`src/rtl/rmii_rx_pkg.sv`:
```
package rmii_rx_pkg;
  function automatic int unsigned syms_per_nib(int unsigned sym_w, int unsigned dw);
    return sym_w / dw;
  endfunction
endpackage

```
`src/rtl/rmii_carrier_edge.sv`:
```
module rmii_carrier_edge (
  input  logic clk_i,
  input  logic rst_ni,
  input  logic crs_dv_i,
  output logic stop_o
);
  logic busy_q;

  always_ff @(posedge clk_i or negedge rst_ni) begin
    if (!rst_ni) busy_q <= 1'b0;
    else         busy_q <= crs_dv_i;
  end

  // carrier just lost: previous edge high, this edge low
  assign stop_o = busy_q & ~crs_dv_i;

  p_stop_once_r5: assert property (@(posedge clk_i) disable iff (!rst_ni)
    stop_o |=> !stop_o);
endmodule

```
`src/rtl/rmii_dibit_pack.sv`:
```
module rmii_dibit_pack #(
  parameter int unsigned DW    = 2,
  parameter int unsigned SYM_W = 4
) (
  input  logic             clk_i,
  input  logic             rst_ni,
  input  logic [DW-1:0]    rxd_i,
  input  logic             crs_dv_i,
  output logic [SYM_W-1:0] sym_o,
  output logic             sym_vld_o,
  output logic             partial_o
);
  import rmii_rx_pkg::*;
  localparam int unsigned DPS = syms_per_nib(SYM_W, DW);
  localparam int unsigned CW  = (DPS > 1) ? $clog2(DPS) : 1;

  logic [CW-1:0]    cnt_q;
  logic             locked_q;
  logic [SYM_W-1:0] sh_q;
  logic             take;
  logic             last;
  logic [SYM_W-1:0] sh_nxt;

  assign take   = crs_dv_i && (locked_q || (|rxd_i));
  assign last   = (cnt_q == CW'(DPS - 1));
  assign sh_nxt = {rxd_i, sh_q[SYM_W-1:DW]};

  always_ff @(posedge clk_i or negedge rst_ni) begin
    if (!rst_ni) begin
      cnt_q     <= '0;
      locked_q  <= 1'b0;
      sh_q      <= '0;
      sym_o     <= '0;
      sym_vld_o <= 1'b0;
    end else if (!crs_dv_i) begin
      cnt_q     <= '0;
      locked_q  <= 1'b0;
      sym_vld_o <= 1'b0;
    end else begin
      sym_vld_o <= take && last;
      if (take) begin
        locked_q <= 1'b1;
        sh_q     <= sh_nxt;
        if (last) begin
          cnt_q <= '0;
          sym_o <= sh_nxt;
        end else begin
          cnt_q <= cnt_q + CW'(1);
        end
      end
    end
  end

  assign partial_o = (cnt_q != '0);

  p_vld_gap_r4: assert property (@(posedge clk_i) disable iff (!rst_ni)
    sym_vld_o |=> !sym_vld_o);
  p_vld_needs_carrier_r4: assert property (@(posedge clk_i) disable iff (!rst_ni)
    !crs_dv_i |=> !sym_vld_o);
  p_lock_needs_carrier_r2: assert property (@(posedge clk_i) disable iff (!rst_ni)
    !crs_dv_i |=> !locked_q);
endmodule

```
`src/rtl/rmii_frame_status.sv`:
```
module rmii_frame_status (
  input  logic clk_i,
  input  logic rst_ni,
  input  logic crs_dv_i,
  input  logic rx_er_i,
  input  logic stop_i,
  input  logic partial_i,
  output logic end_o,
  output logic err_o
);
  logic err_q;

  always_ff @(posedge clk_i or negedge rst_ni) begin
    if (!rst_ni) begin
      err_q <= 1'b0;
      end_o <= 1'b0;
      err_o <= 1'b0;
    end else begin
      end_o <= stop_i;
      err_o <= stop_i & (err_q | partial_i);
      if (stop_i)                  err_q <= 1'b0;
      else if (crs_dv_i & rx_er_i) err_q <= 1'b1;
    end
  end

  p_partial_err_r7: assert property (@(posedge clk_i) disable iff (!rst_ni)
    (stop_i && partial_i) |=> err_o);
  p_err_clear_r8: assert property (@(posedge clk_i) disable iff (!rst_ni)
    stop_i |=> !err_q);
endmodule

```
`src/rtl/rmii_nib_rx.sv`:
```
module rmii_nib_rx #(
  parameter int unsigned DW    = 2,
  parameter int unsigned SYM_W = 4
) (
  input  logic             clk_i,
  input  logic             rst_ni,
  input  logic [DW-1:0]    rxd_i,
  input  logic             crs_dv_i,
  input  logic             rx_er_i,
  output logic [SYM_W-1:0] nib_o,
  output logic             nib_vld_o,
  output logic             frame_end_o,
  output logic             frame_err_o
);
  logic stop;
  logic partial;

  rmii_carrier_edge u_edge (
    .clk_i    (clk_i),
    .rst_ni   (rst_ni),
    .crs_dv_i (crs_dv_i),
    .stop_o   (stop)
  );

  rmii_dibit_pack #(.DW(DW), .SYM_W(SYM_W)) u_pack (
    .clk_i     (clk_i),
    .rst_ni    (rst_ni),
    .rxd_i     (rxd_i),
    .crs_dv_i  (crs_dv_i),
    .sym_o     (nib_o),
    .sym_vld_o (nib_vld_o),
    .partial_o (partial)
  );

  rmii_frame_status u_stat (
    .clk_i     (clk_i),
    .rst_ni    (rst_ni),
    .crs_dv_i  (crs_dv_i),
    .rx_er_i   (rx_er_i),
    .stop_i    (stop),
    .partial_i (partial),
    .end_o     (frame_end_o),
    .err_o     (frame_err_o)
  );

  p_err_with_end_r8: assert property (@(posedge clk_i) disable iff (!rst_ni)
    frame_err_o |-> frame_end_o);
  p_end_single_r5: assert property (@(posedge clk_i) disable iff (!rst_ni)
    frame_end_o |=> !frame_end_o);
  p_end_after_drop_r5: assert property (@(posedge clk_i) disable iff (!rst_ni)
    (crs_dv_i ##1 !crs_dv_i) |=> frame_end_o);
  p_no_vld_at_end_r4: assert property (@(posedge clk_i) disable iff (!rst_ni)
    !(nib_vld_o && frame_end_o));
endmodule

```
`config.mk`:
```
export PLATFORM = sky130hd
export DESIGN_NAME = rmii_nib_rx
export DESIGN_NICKNAME = d
export VERILOG_FILES = /design/src/rtl/rmii_rx_pkg.sv /design/src/rtl/rmii_carrier_edge.sv /design/src/rtl/rmii_dibit_pack.sv /design/src/rtl/rmii_frame_status.sv /design/src/rtl/rmii_nib_rx.sv
export SDC_FILE = /design/constraint.sdc
export NUM_CORES = 1
export LEC_CHECK = 0
export BUFFER_PORTS_ARGS = -buffer_cell sky130_fd_sc_hd__buf_4
export CAP_MARGIN = 20
export CORE_AREA = 2 2 39 41
export CTS_BUF_LIST = sky130_fd_sc_hd__clkbuf_2
export DETAILED_ROUTE_END_ITERATION = 12
export DIE_AREA = 0 0 41 43
export PLACE_DENSITY = 0.67
export REMOVE_ABC_BUFFERS = 1
export SYNTH_ARGS = -nofsm -noshare
export SYNTH_HDL_FRONTEND = slang
export SYNTH_SLANG_ARGS = --single-unit
```
`constraint.sdc`:
```
create_clock -name clk_i -period 2.1 [get_ports clk_i]
set_input_delay 0 -clock clk_i [delete_from_list [all_inputs] [get_ports clk_i]]
set_output_delay 0 -clock clk_i [all_outputs]
set_load 0.02 [all_outputs]
```
# == Word-level counts from Yosys, hierarchy flattened ==
# Cells that the tools add are included.
# totals
reg_bits,15
inputBits,6
output_inout_bits,7
wordCells,31
# op_classes
add_sub_neg,1
n_eq_ne,1
muxes,8
bitwise,5
reduce_logical,7
# op_table
op,n
1-bit two-way mux,8
1-bit bitwise AND,3
3-bit AND reduction,1
1-bit logical AND,2
2-bit by 1-bit inequality test with 1-bit output (second input constant),1
2-bit AND reduction,1
2-bit nonzero test,1
2-bit OR reduction,1
1-bit adder (second input constant),1
1-bit logical OR,1
1-bit inverter,1
1-bit bitwise OR,1

# == Depth between registers and ports, before layout ==
# Gate-level depths: netlist (run 1).
# logic_depth
depth_word,5
ltp_mapped,3
ltp_nobuf,2

# == By module ==
# A second synthesis (run 1) with hierarchy kept.
# unflattened
cells_unflattened,30
hier_area_um2,479.2
# by_module_without_submodules
mod,n_inst,cells_per_inst,area_each_um2
rmii_dibit_pack,1,22,349.1
rmii_frame_status,1,6,91.3
rmii_carrier_edge,1,2,38.8

# == Worst setup path before layout (run 1) ==
# Ideal clock, no wire load.
# synth_path
path_kind,reg-to-reg
from,register u_pack.locked_q
to,register u_pack.sym_o[0]
arrival_ns,1.088
t_required_ns,1.975
path_slack_ns,0.887
stages_incl_launch_ff,3
path_buffers,0
synth_period_minus_slack_ns,1.213
path_cell_list,dfrtp_1 o311ai_4 mux2_2
# synth_between
elab_chain_len,3
# synth_rtl
element,line_no,rtl
"start, declared",rmii_dibit_pack.sv:18,logic locked_q;
"start signal, assigned",rmii_dibit_pack.sv:31,locked_q <= 1'b0;
"start signal, assigned",rmii_dibit_pack.sv:37,locked_q <= 1'b0;
"start signal, assigned",rmii_dibit_pack.sv:42,locked_q <= 1'b1;
1-bit logical OR,rmii_dibit_pack.sv:24,assign take = crs_dv_i && (locked_q || (|rxd_i));
1-bit logical AND,rmii_dibit_pack.sv:24,
3-bit AND reduction (no line),-,
"end signal, assigned",rmii_dibit_pack.sv:46,sym_o <= sh_nxt;
"end, declared",rmii_dibit_pack.sv:9,"output logic [SYM_W-1:0] sym_o,"
# Every way passes these cells.
# A chain may end at the register's enable or synchronous reset.

# == Worst setup path in the final report (run 1) ==
# Ends and elaborated chain as after synthesis.

==> summary.txt, run 1 <==
Finish
  – Post-Layout Cell Count: 66
  – FF/Latch Area: approximately 330 sq um
  – Multi-input gate area in the final layout: around 140 sq um
  – Nets: 57
  – Filler cells: between 100 and 150
  – Layout cells sized above 1: 38.0%
  – Area Overhead vs Synth: 32.3%
  – # diodes: 0
  – Finished Core Util: a little under half

Critical path
  – Slowest CP cell: dfrtp_1
  – Crit. End Element: register
  – Arr. time, crit path: between 1 and 1.5 ns
  – Critical Path Start Type: register
  – CP max FO: 5
  – Worst Path Buf+Inv: 0
  – WS Path Type: register to register
  – Worst path required time: ~2.3 ns
  – CP peak stage delay: 0.45 ns
  – Crit path max-delay family: flip-flops
  – CP Cell Sequence: o311ai_4 -> mux2_2

Global route
  – Via count of the first global-routing pass: ~320
  – Global Route Usage Sum: roughly 12%
  – Initial antenna violation count: 0
  – Largest net degree at the start of global routing: 14
  – Gr ovfl total: 0
  – Global-route wire length before repair: 1.36 mm

Power
  – Switching Fraction: between 20% and 30%
  – Clock power share: about 23%
  – Internal power: between 300 and 400 uW
  – Pwr dens: between 800 and 900 nW/um^2
  – Psw: ~160 uW
  – Seq pwr share: between 50% and 60%
  – Comb pwr share: ~22%
  – VDD IR-drop max: 0.480 mV
  – Pleak: 0.000310 uW

Flow run
  – Max cap viols: 0

Floorplan
  – I/O pin total: 13
  – Die H: 43 um
  – Initial Util: between 30% and 40%
  – Core Area: 1380 sq um
  – Die X: about 41 um
  – Cell Rows: 14
  – DIE AREA: 1760 sq um

Timing
  – Setup-failing EPs final: 0
  – Final hold violations: 0
  – Clock Skew: about 0.00080 ns
  – Fmax: between 700 and 800 MHz
  – Setup TNS: 0 ns
  – Period utilisation layout: 62.4%
  – Pins Over Slew Limit: 0
  – RSZ-0062 raised after global routing: false
  – Minimum clock period: between 1 and 1.5 ns
  – Slew @ Worst Pin: just under 0.4 ns
  – Relative slew slack: between 70% and 80%

Clock tree
  – CTS tree: yes
  – CTS buffer count: 3
  – H-tree depth: 1
  – Clk sinks: 13
  – Latest clock arrival within the worst-skew pair: about 0.26 ns
  – Clk buf depth: 2
  – Clock slew at reported path FFs: between 0.1 and 0.15 ns
  – Root Buffer: clkbuf_2

Place
  – Dpl cells: 59
  – PortBufs: 12
  – Gp weighted congestion: 0.675

Detailed routing
  – DR DRC count: 0
  – Final ANT Viol Nets: 0
  – Pre-Repair DR Iteration Count: 1
  – DRT iter0 DRCs: 0
  – Wire length per cell: around 12 um
  – Final WL: a little under 800 um
  – Post-DR vias/cell: 4.92
  – Via count: around 330

Status
  – Status: completed

Logic synthesis
  – Count of cell types in the netlist: 13
  – Synth Instances: 32
  – Mean Syn Cell Area: around 15 sq um
  – Yosys top cell by area: dfrtp_1
  – Synthesis Warnings: 0
  – Synth top area share: between 60% and 70%
  – Synthesized cell area: about 480 sq um
  – Synth area leaders: dfrtp_1 (68%), o311ai_4 (5.5%), mux2_2 (4.7%)
  – FF+latch count, synth: 13
  – Sequential area share after synthesis: 67.7%

Hold path
  – Hold Crit Class: input pin to register
[power by group through the flow]
stage	logic, uW	clock network [uW]	registers, uW
2_1_floorplan	32.3	0	335
3_3_place_gp	121	0	307
5_1_grt	137	146	307
4_1_cts	126	135	303
6_report	124	126	303
3_5_place_dp	121	0	308
[final timing paths]
| check | startpoint | to | slack [ns] | depth (start not counted) |
|---|---|---|---|---|
| max | u_pack.locked_q | u_pack.sym_o[0] | 0.79 | 2 |
| min | rxd_i[1] | u_pack.sh_q[3] | 0.04 | 2 |
| max reg2reg | u_pack.locked_q | u_pack.sym_o[0] | 0.79 | 2 |
| min reg2reg | u_edge.busy_q | u_stat.err_q | 0.46 | 1 |
| max in group asynchronous | rst_ni | u_pack.partial_o | 1.84 | 2 |
| min in group asynchronous | rst_ni | u_pack.sym_o[2] | 0.10 | 2 |
[metal layers]
layer  vias to the layer above  track usage [%]  wire length (um)
met2                        11             17.2               359
met1                       159             14.5               374
met4                         0             8.00                 0
met5                         -                0                 0
li1                        155                -                 -
met3                         0             4.71                50
[synthesized netlist by cell type]
master    number
o31ai_1        2
nor2b_1        1
dfrtp_1       13
a32o_1         2
o21a_1         1
clkbuf_2       1
or4_1          1
inv_1          3
a22o_1         2
and3_1         1
o311ai_4       1
o21ai_0        2
mux2_2         2
[cells by family (layout without fill, tap and decap cells)]
| kind of cell | after synthesis | count (layout) | share of synthesized area (%) |
|---|---|---|---|
| compound gates | 10 | 10 | 20.1 |
| flops | 13 | 13 | 67.7 |
| buf+inv | 4 | 22 | 3.38 |
| mux | 2 | 2 | 4.69 |
| simple gates | 3 | 3 | 4.17 |
[metrics by stage]
step	hold WS [ns]	power, uW	area (sq um)	setup slack, ns
after global routing	0.0175	590	636	0.740
after CTS	0.0204	564	636	0.789
final	0.0409	553	636	0.789
after global placement	-0.149	428	586	0.824
after detailed placement	-0.147	429	586	0.810
after floorplan	-0.296	367	475	0.887
[flip-flops by register name, summed over array words and instances (netlist names)]
signal	count
u_edge.busy_q	1
u_pack.locked_q	1
u_pack.partial_o	1
u_pack.sh_q	2
u_pack.sym_o	4
u_pack.sym_vld_o	1
u_stat.end_o	1
u_stat.err_o	1
u_stat.err_q	1
[cell usage in the layout (no fill, tap or decap)]
master,Yosys,routed
mux2_2,2,2
buf_4,0,12
o311ai_4,1,1
a32o_1,2,2
or4_1,1,1
nor2b_1,1,1
o21a_1,1,1
dlygate4sd3_1,0,3
inv_1,3,3
o31ai_1,2,2
o21ai_0,2,2
dfrtp_1,13,13
and3_1,1,1
clkbuf_2,1,4
a22o_1,2,2
[worst register-to-register path: stages (launching register included)]
cell and delay [ns]:
dfrtp_1 0.45, o311ai_4 0.38, mux2_2 0.38
[what timing repair did]
action / 4_1_cts / 5_1_grt
hold buffers: 3 / 0
buffers inserted: 0 / 0
endpoints found under the hold margin: 16 / 0
gates resized for setup: 0 / 0
[area by class of cell]
| class | count | share of cell area (%) |
|---|---|---|
| Clock buffer | 4 | 3.15 |
| Inverter | 3 | 1.77 |
| Sequential cell | 13 | 51.2 |
| Tap cell | 16 | 3.15 |
| Multi-Input combinational cell | 15 | 21.9 |
| Timing Repair Buffer | 15 | 18.9 |
Note: power is estimated with default switching activity, not from simulation.
==> run 2: changes to the inputs <==
- PLACE_DENSITY: 0.67 -> 0.7
- clock period: 2.1 -> 1.05 ns (I/O delays scaled with it)
==> summary.txt, run 2 (same netlist as run 1, synthesis figures left out) <==
Timing
  – Fmax: 838 MHz (was 763 MHz)
  – Setup-failing EPs final: 6 (was 0)
  – Final hold violations: 0 (unchanged)
  – Relative slew slack: 78.2% (was 74.0%)
  – Slew @ Worst Pin: 0.326 ns (was 0.386 ns)
  – Min Hold Slack: 0.0309 ns (was 0.0409 ns)
  – Pins Over Slew Limit: 0 (unchanged)
  – Minimum clock period: 1.19 ns (was 1.31 ns)
  – RSZ-0062 raised after global routing: true (was false)
  – Period utilisation layout: 114% (was 62.4%)
  – Clock Skew: 0.0107 ns (was 0.000804 ns)
  – Setup TNS: -0.600 ns (was 0 ns)
  – Final setup margin: -0.143 ns (was 0.789 ns)

Finish
  – Post-Layout Cell Count: 69 (was 66)
  – Finished Core Util: 49.7% (was 45.9%)
  – # diodes: 0 (unchanged)
  – Top flop regs: u_pack.sym_o (4), u_pack.sh_q (2) (unchanged)
  – Most common cell after layout, fill and taps aside: buf_4 (was dfrtp_1)
  – Multi-input gate area in the final layout: 169 sq um (was 139 sq um)
  – Area Overhead vs Synth: 43.2% (was 32.3%)
  – Biggest register: u_pack.sym_o (unchanged)
  – Commonest non-fill, non-tap cells in the layout: buf_4 (15), dfrtp_1 (13), clkbuf_2 (4), dlygate4sd3_1 (3) (was dfrtp_1 (13), buf_4 (12), clkbuf_2 (4), inv_1 (3), dlygate4sd3_1 (3))
  – Nets: 60 (was 57)
  – Max reg flops: 4 (unchanged)
  – Layout cells sized above 1: 49.1% (was 38.0%)
  – Filler cells: 134 (was 130)
  – FF/Latch Area: 325 sq um (unchanged)

Global route
  – Global Route Usage Sum: 13.4% (was 12.1%)
  – Initial antenna violation count: 0 (unchanged)
  – Largest net degree at the start of global routing: 14 (unchanged)
  – Gr ovfl total: 0 (unchanged)
  – Global-route wire length before repair: 1.57 mm (was 1.36 mm)
  – Via count of the first global-routing pass: 360 (was 318)

Power
  – VDD IR-drop max: 0.855 mV (was 0.480 mV)
  – Pwr dens: 1660 nW/um^2 (was 871 nW/um^2)
  – Pleak: 0.000335 uW (was 0.000310 uW)

Detailed routing
  – Final ANT Viol Nets: 0 (unchanged)
  – Final WL: 899 um (was 783 um)
  – DRT iter0 DRCs: 2 (was 0)
  – Via count: 346 (was 325)
  – DR DRC count: 0 (unchanged)
  – Wire length per cell: 13.0 um (was 11.9 um)
  – Post-DR vias/cell: 5.01 (was 4.92)
  – Pre-Repair DR Iteration Count: 2 (was 1)

Clock tree
  – H-tree depth: 1 (unchanged)
  – CTS buffer count: 3 (unchanged)
  – Clk sinks: 13 (unchanged)
  – Clk buf depth: 2 (unchanged)
  – Clock slew at reported path FFs: 0.12 ns (about the same)
  – Root Buffer: clkbuf_2 (unchanged)
  – CTS tree: yes (unchanged)
  – Latest clock arrival within the worst-skew pair: 0.25 ns (was 0.26 ns)

Hold path
  – Hold Crit Class: input pin to register (unchanged)

Critical path
  – CP Cell Sequence: or4_4 -> and3_4 (was o311ai_4 -> mux2_2)
  – CP peak stage delay: 0.53 ns (was 0.45 ns)
  – WS Path Type: register to register (unchanged)
  – Crit. End Element: register (unchanged)
  – CP max FO: 2 (was 5)
  – Worst path required time: 1.20 ns (was 2.26 ns)
  – Slowest CP cell: or4_4 (was dfrtp_1)
  – Arr. time, crit path: 1.34 ns (was 1.47 ns)
  – Critical Path Start Type: register (unchanged)

Flow run
  – Max cap viols: 0 (unchanged)

Place
  – HPWL Detailed: between 600 and 700 um
  – PortBufs: 12 (unchanged)
  – Dpl cells: 62 (was 59)
  – Place WS: -0.181 ns (was 0.810 ns)
  – Gp weighted congestion: 0.701 (was 0.675)

Floorplan
  – Die H: 43 um (unchanged)
  – Die X: 41 um (unchanged)
  – Cell Rows: 14 (unchanged)
  – I/O pin total: 13 (unchanged)
  – Core Area: 1380 sq um (unchanged)
  – DIE AREA: 1760 sq um (unchanged)
  – Initial Util: 34.7% (unchanged)

Status
  – Violated checks: setup timing
  – Status: finished, violations left (was completed)
==> run 2: through the flow <==
stage | total power, uW | instance area, sq um
final | 1140 | 688
after global routing | 1210 | 688
after CTS | 1150 | 669
after detailed placement | 874 | 608
after global placement | 868 | 608
after floorplan | 734 | 475
==> run 2: area by class of cell <==
class | instances | share of cell area (%)
Sequential cell | 13 | 47.3
Multi-Input combinational cell | 15 | 24.5
Timing Repair Buffer | 18 | 20.7
Clock buffer | 4 | 2.91
Tap cell | 16 | 2.91
Inverter | 3 | 1.64
==> run 2: worst paths after layout <==
check	startpoint	endpoint	slack (ns)	depth (start not counted)
worst max register to register	u_pack.partial_o	u_pack.partial_o	-0.14	2
worst min-delay path	crs_dv_i	u_stat.end_o	0.03	2
min in group asynchronous	rst_ni	u_stat.end_o	0.11	2
max in group asynchronous	rst_ni	u_pack.sym_o[2]	0.78	2
worst max-delay path	u_pack.partial_o	u_pack.partial_o	-0.14	2
worst min register to register	u_edge.busy_q	u_stat.err_q	0.46	1
==> run 2: timing repair <==
item,in CTS,in global routing
hold buffers,2,1
pin swaps,4,3
hold endpoints to repair,15,1
cloned,0,0
resized for setup,5,2
setup endpoints to repair,9,8
buffers inserted,1,0
==> run 2: power by group <==
| group | switching [uW] | internal [uW] | leakage, uW |
|---|---|---|---|
| logic | 140 | 156 | 0.000158 |
| clock network | 144 | 101 | 0.0000166 |
| registers | 37.4 | 566 | 0.000160 |
==> run 2: worst max-delay path, delay by kind of cell, from the launching register on <==
family	cells	cell delay, ns
flops	1	0.41
simple gates	2	0.69
==> run 2: per-layer routing <==
metal | wire (um) | vias to the layer above | part of all wire, % | global-route usage, %
met5 | 0 | - | 0 | 0
met4 | 0 | 0 | 0 | 4.00
met3 | 47 | 0 | 5.2 | 4.71
met2 | 475 | 11 | 53 | 20.9
met1 | 377 | 176 | 42 | 16.8
li1 | - | 159 | - | -
==> run 3: changes to the inputs <==
- PLACE_DENSITY: 0.7 -> unset
- PLACE_DENSITY_LB_ADDON: unset -> 0.25
==> summary.txt, run 3 (same netlist as run 1, synthesis figures left out) <==
Flow run
  – Max cap viols: 0 (unchanged)

Finish
  – Multi-input gate area in the final layout: 160 sq um (was 169 sq um)
  – Max reg flops: 4 (unchanged)
  – Biggest register: u_pack.sym_o (unchanged)
  – Nets: 62 (was 60)
  – Area Overhead vs Synth: 45.6% (was 43.2%)
  – Filler cells: 130 (was 134)
  – Top flop regs: u_pack.sym_o (4), u_pack.sh_q (2) (unchanged)
  – Most common cell after layout, fill and taps aside: buf_4 (unchanged)
  – Commonest non-fill, non-tap cells in the layout: buf_4 (16), dfrtp_1 (12), clkbuf_2 (4), dlygate4sd3_1 (3) (was buf_4 (15), dfrtp_1 (13), clkbuf_2 (4), dlygate4sd3_1 (3))
  – FF/Latch Area: 327 sq um (was 325 sq um)
  – # diodes: 0 (unchanged)
  – Layout cells sized above 1: 49.1% (about the same)

Timing
  – Setup TNS: -0.523 ns (was -0.600 ns)
  – Relative slew slack: 79.0% (was 78.2%)
  – Fmax: 844 MHz (was 838 MHz)
  – Final hold violations: 0 (unchanged)
  – Clock Skew: 0.00260 ns (was 0.0107 ns)
  – Period utilisation layout: 113% (was 114%)
  – RSZ-0062 raised after global routing: true (unchanged)
  – Minimum clock period: 1.18 ns (was 1.19 ns)
  – Setup-failing EPs final: 6 (unchanged)
  – Pins Over Slew Limit: 0 (unchanged)
  – Final setup margin: -0.135 ns (was -0.143 ns)
  – Slew @ Worst Pin: 0.315 ns (was 0.326 ns)

Critical path
  – R2r worst-path depth: 2 (unchanged)
  – CP max FO: 4 (was 2)
  – Crit. End Element: register (unchanged)
  – Arr. time, crit path: 1.36 ns (was 1.34 ns)
  – Critical Path Start Type: register (unchanged)
  – Worst path required time: 1.22 ns (was 1.20 ns)
  – WS Path Type: register to register (unchanged)

Clock tree
  – Clock slew at reported path FFs: 0.11 ns (was 0.12 ns)
  – H-tree depth: 1 (unchanged)
  – Clk sinks: 13 (unchanged)
  – Latest clock arrival within the worst-skew pair: 0.27 ns (was 0.25 ns)
  – Root Buffer: clkbuf_2 (unchanged)
  – CTS tree: yes (unchanged)
  – Clk buf depth: 2 (unchanged)
  – CTS buffer count: 3 (unchanged)

Hold path
  – Hold Crit Class: input pin to register (unchanged)
  – Worst Hold Path Cells: 3 (was 2)

Floorplan
  – DIE AREA: 1760 sq um (unchanged)
  – Initial Util: 34.7% (unchanged)
  – Core Area: 1380 sq um (unchanged)
  – I/O pin total: 13 (unchanged)
  – Die H: 43 um (unchanged)
  – Cell Rows: 14 (unchanged)
  – Die X: 41 um (unchanged)

Detailed routing
  – Final WL: 944 um (was 899 um)
  – Final ANT Viol Nets: 0 (unchanged)
  – DR DRC count: 0 (unchanged)
  – Pre-Repair DR Iteration Count: 2 (unchanged)
  – Via count: 351 (was 346)
  – DRT iter0 DRCs: 5 (was 2)
  – Wire length per cell: 13.3 um (was 13.0 um)
  – Post-DR vias/cell: 4.94 (was 5.01)

Power
  – VDD IR-drop max: 0.732 mV (was 0.855 mV)
  – Pwr dens: 1660 nW/um^2 (about the same)
  – Pleak: 0.000343 uW (was 0.000335 uW)

Global route
  – Via count of the first global-routing pass: 364 (was 360)
  – Global-route wire length before repair: 1.55 mm (was 1.57 mm)
  – Gr ovfl total: 0 (unchanged)
  – Global Route Usage Sum: 14.1% (was 13.4%)
  – Largest net degree at the start of global routing: 14 (unchanged)
  – Initial antenna violation count: 0 (unchanged)

Status
  – Status: finished, violations left (unchanged)
  – Violated checks: setup timing (unchanged)

Place
  – Place WS: -0.178 ns (was -0.181 ns)
  – PortBufs: 12 (unchanged)
  – Gp weighted congestion: 0.800 (was 0.701)
==> run 3: changes by cell type in the layout (fill, tap and decap cells not counted) <==
cell	delta
dfrtp_1	-1
and3_4	-1
buf_6	+1
and3_1	+1
or4_1	+1
dfrtp_2	+1
buf_4	+1
or4_4	-1
==> run 3: cell type report <==
type / count / area share (%)
flip-flops and latches: 13 / 46.7
repair buffers: 20 / 23.1
multi-input cells: 15 / 22.9
clock buffers: 4 / 2.86
well taps: 16 / 2.86
inverters: 3 / 1.61
==> run 3: path summary, 6_finish.rpt <==
| kind | slack, ns | to | start |
|---|---|---|---|
| min | 0.03 | u_pack.locked_q | rxd_i[1] |
| min in group asynchronous | 0.09 | u_stat.err_q | rst_ni |
| max in group asynchronous | 0.79 | u_pack.locked_q | rst_ni |
| max | -0.13 | u_pack.sym_o[1] | u_pack.locked_q |
| max reg2reg | -0.13 | u_pack.sym_o[1] | u_pack.locked_q |
| min reg2reg | 0.47 | u_stat.err_q | u_edge.busy_q |
==> run 3: metrics by stage <==
| step | util, % | instance area (sq um) | std cells | power (uW) | hold slack, ns |
|---|---|---|---|---|---|
| after detailed placement | 44.5 | 616 | 63 | 879 | -0.151 |
| final | 50.5 | 699 | 71 | 1160 | 0.0273 |
| after CTS | 49.5 | 684 | 71 | 1180 | 0.00968 |
| after global placement | 44.5 | 616 | 63 | 872 | -0.154 |
| after floorplan | - | 475 | 31 | 734 | -0.296 |
| after global routing | 50.5 | 699 | 71 | 1240 | 0.0302 |
==> run 3: critical path, cell delays in order, from the launching register on <==
cell	delay, ns
dfrtp_2	0.45
o311ai_4	0.30
mux2_4	0.33
==> run 3: power by group <==
part,internal (uW),total [uW],switching (uW)
combinational,161,303,142
clock,101,255,154
sequential,566,606,39.6
total,828,1160,336
==> run 3: timing repair <==
item / in CTS / in global routing
hold endpoints to repair: 16 / 0
setup buffers: 1 / 1
hold buffers: 3 / 0
pin swaps: 4 / 2
resized for setup: 4 / 3
setup endpoints to repair: 6 / 8
==> run 3: per-layer routing <==
layer	track usage [%]	up-vias	wire, um
met1	15.3	175	365
met2	20.6	10	505
li1	-	164	-
met3	4.71	2	49
met4	12.0	0	24
met5	0	-	0
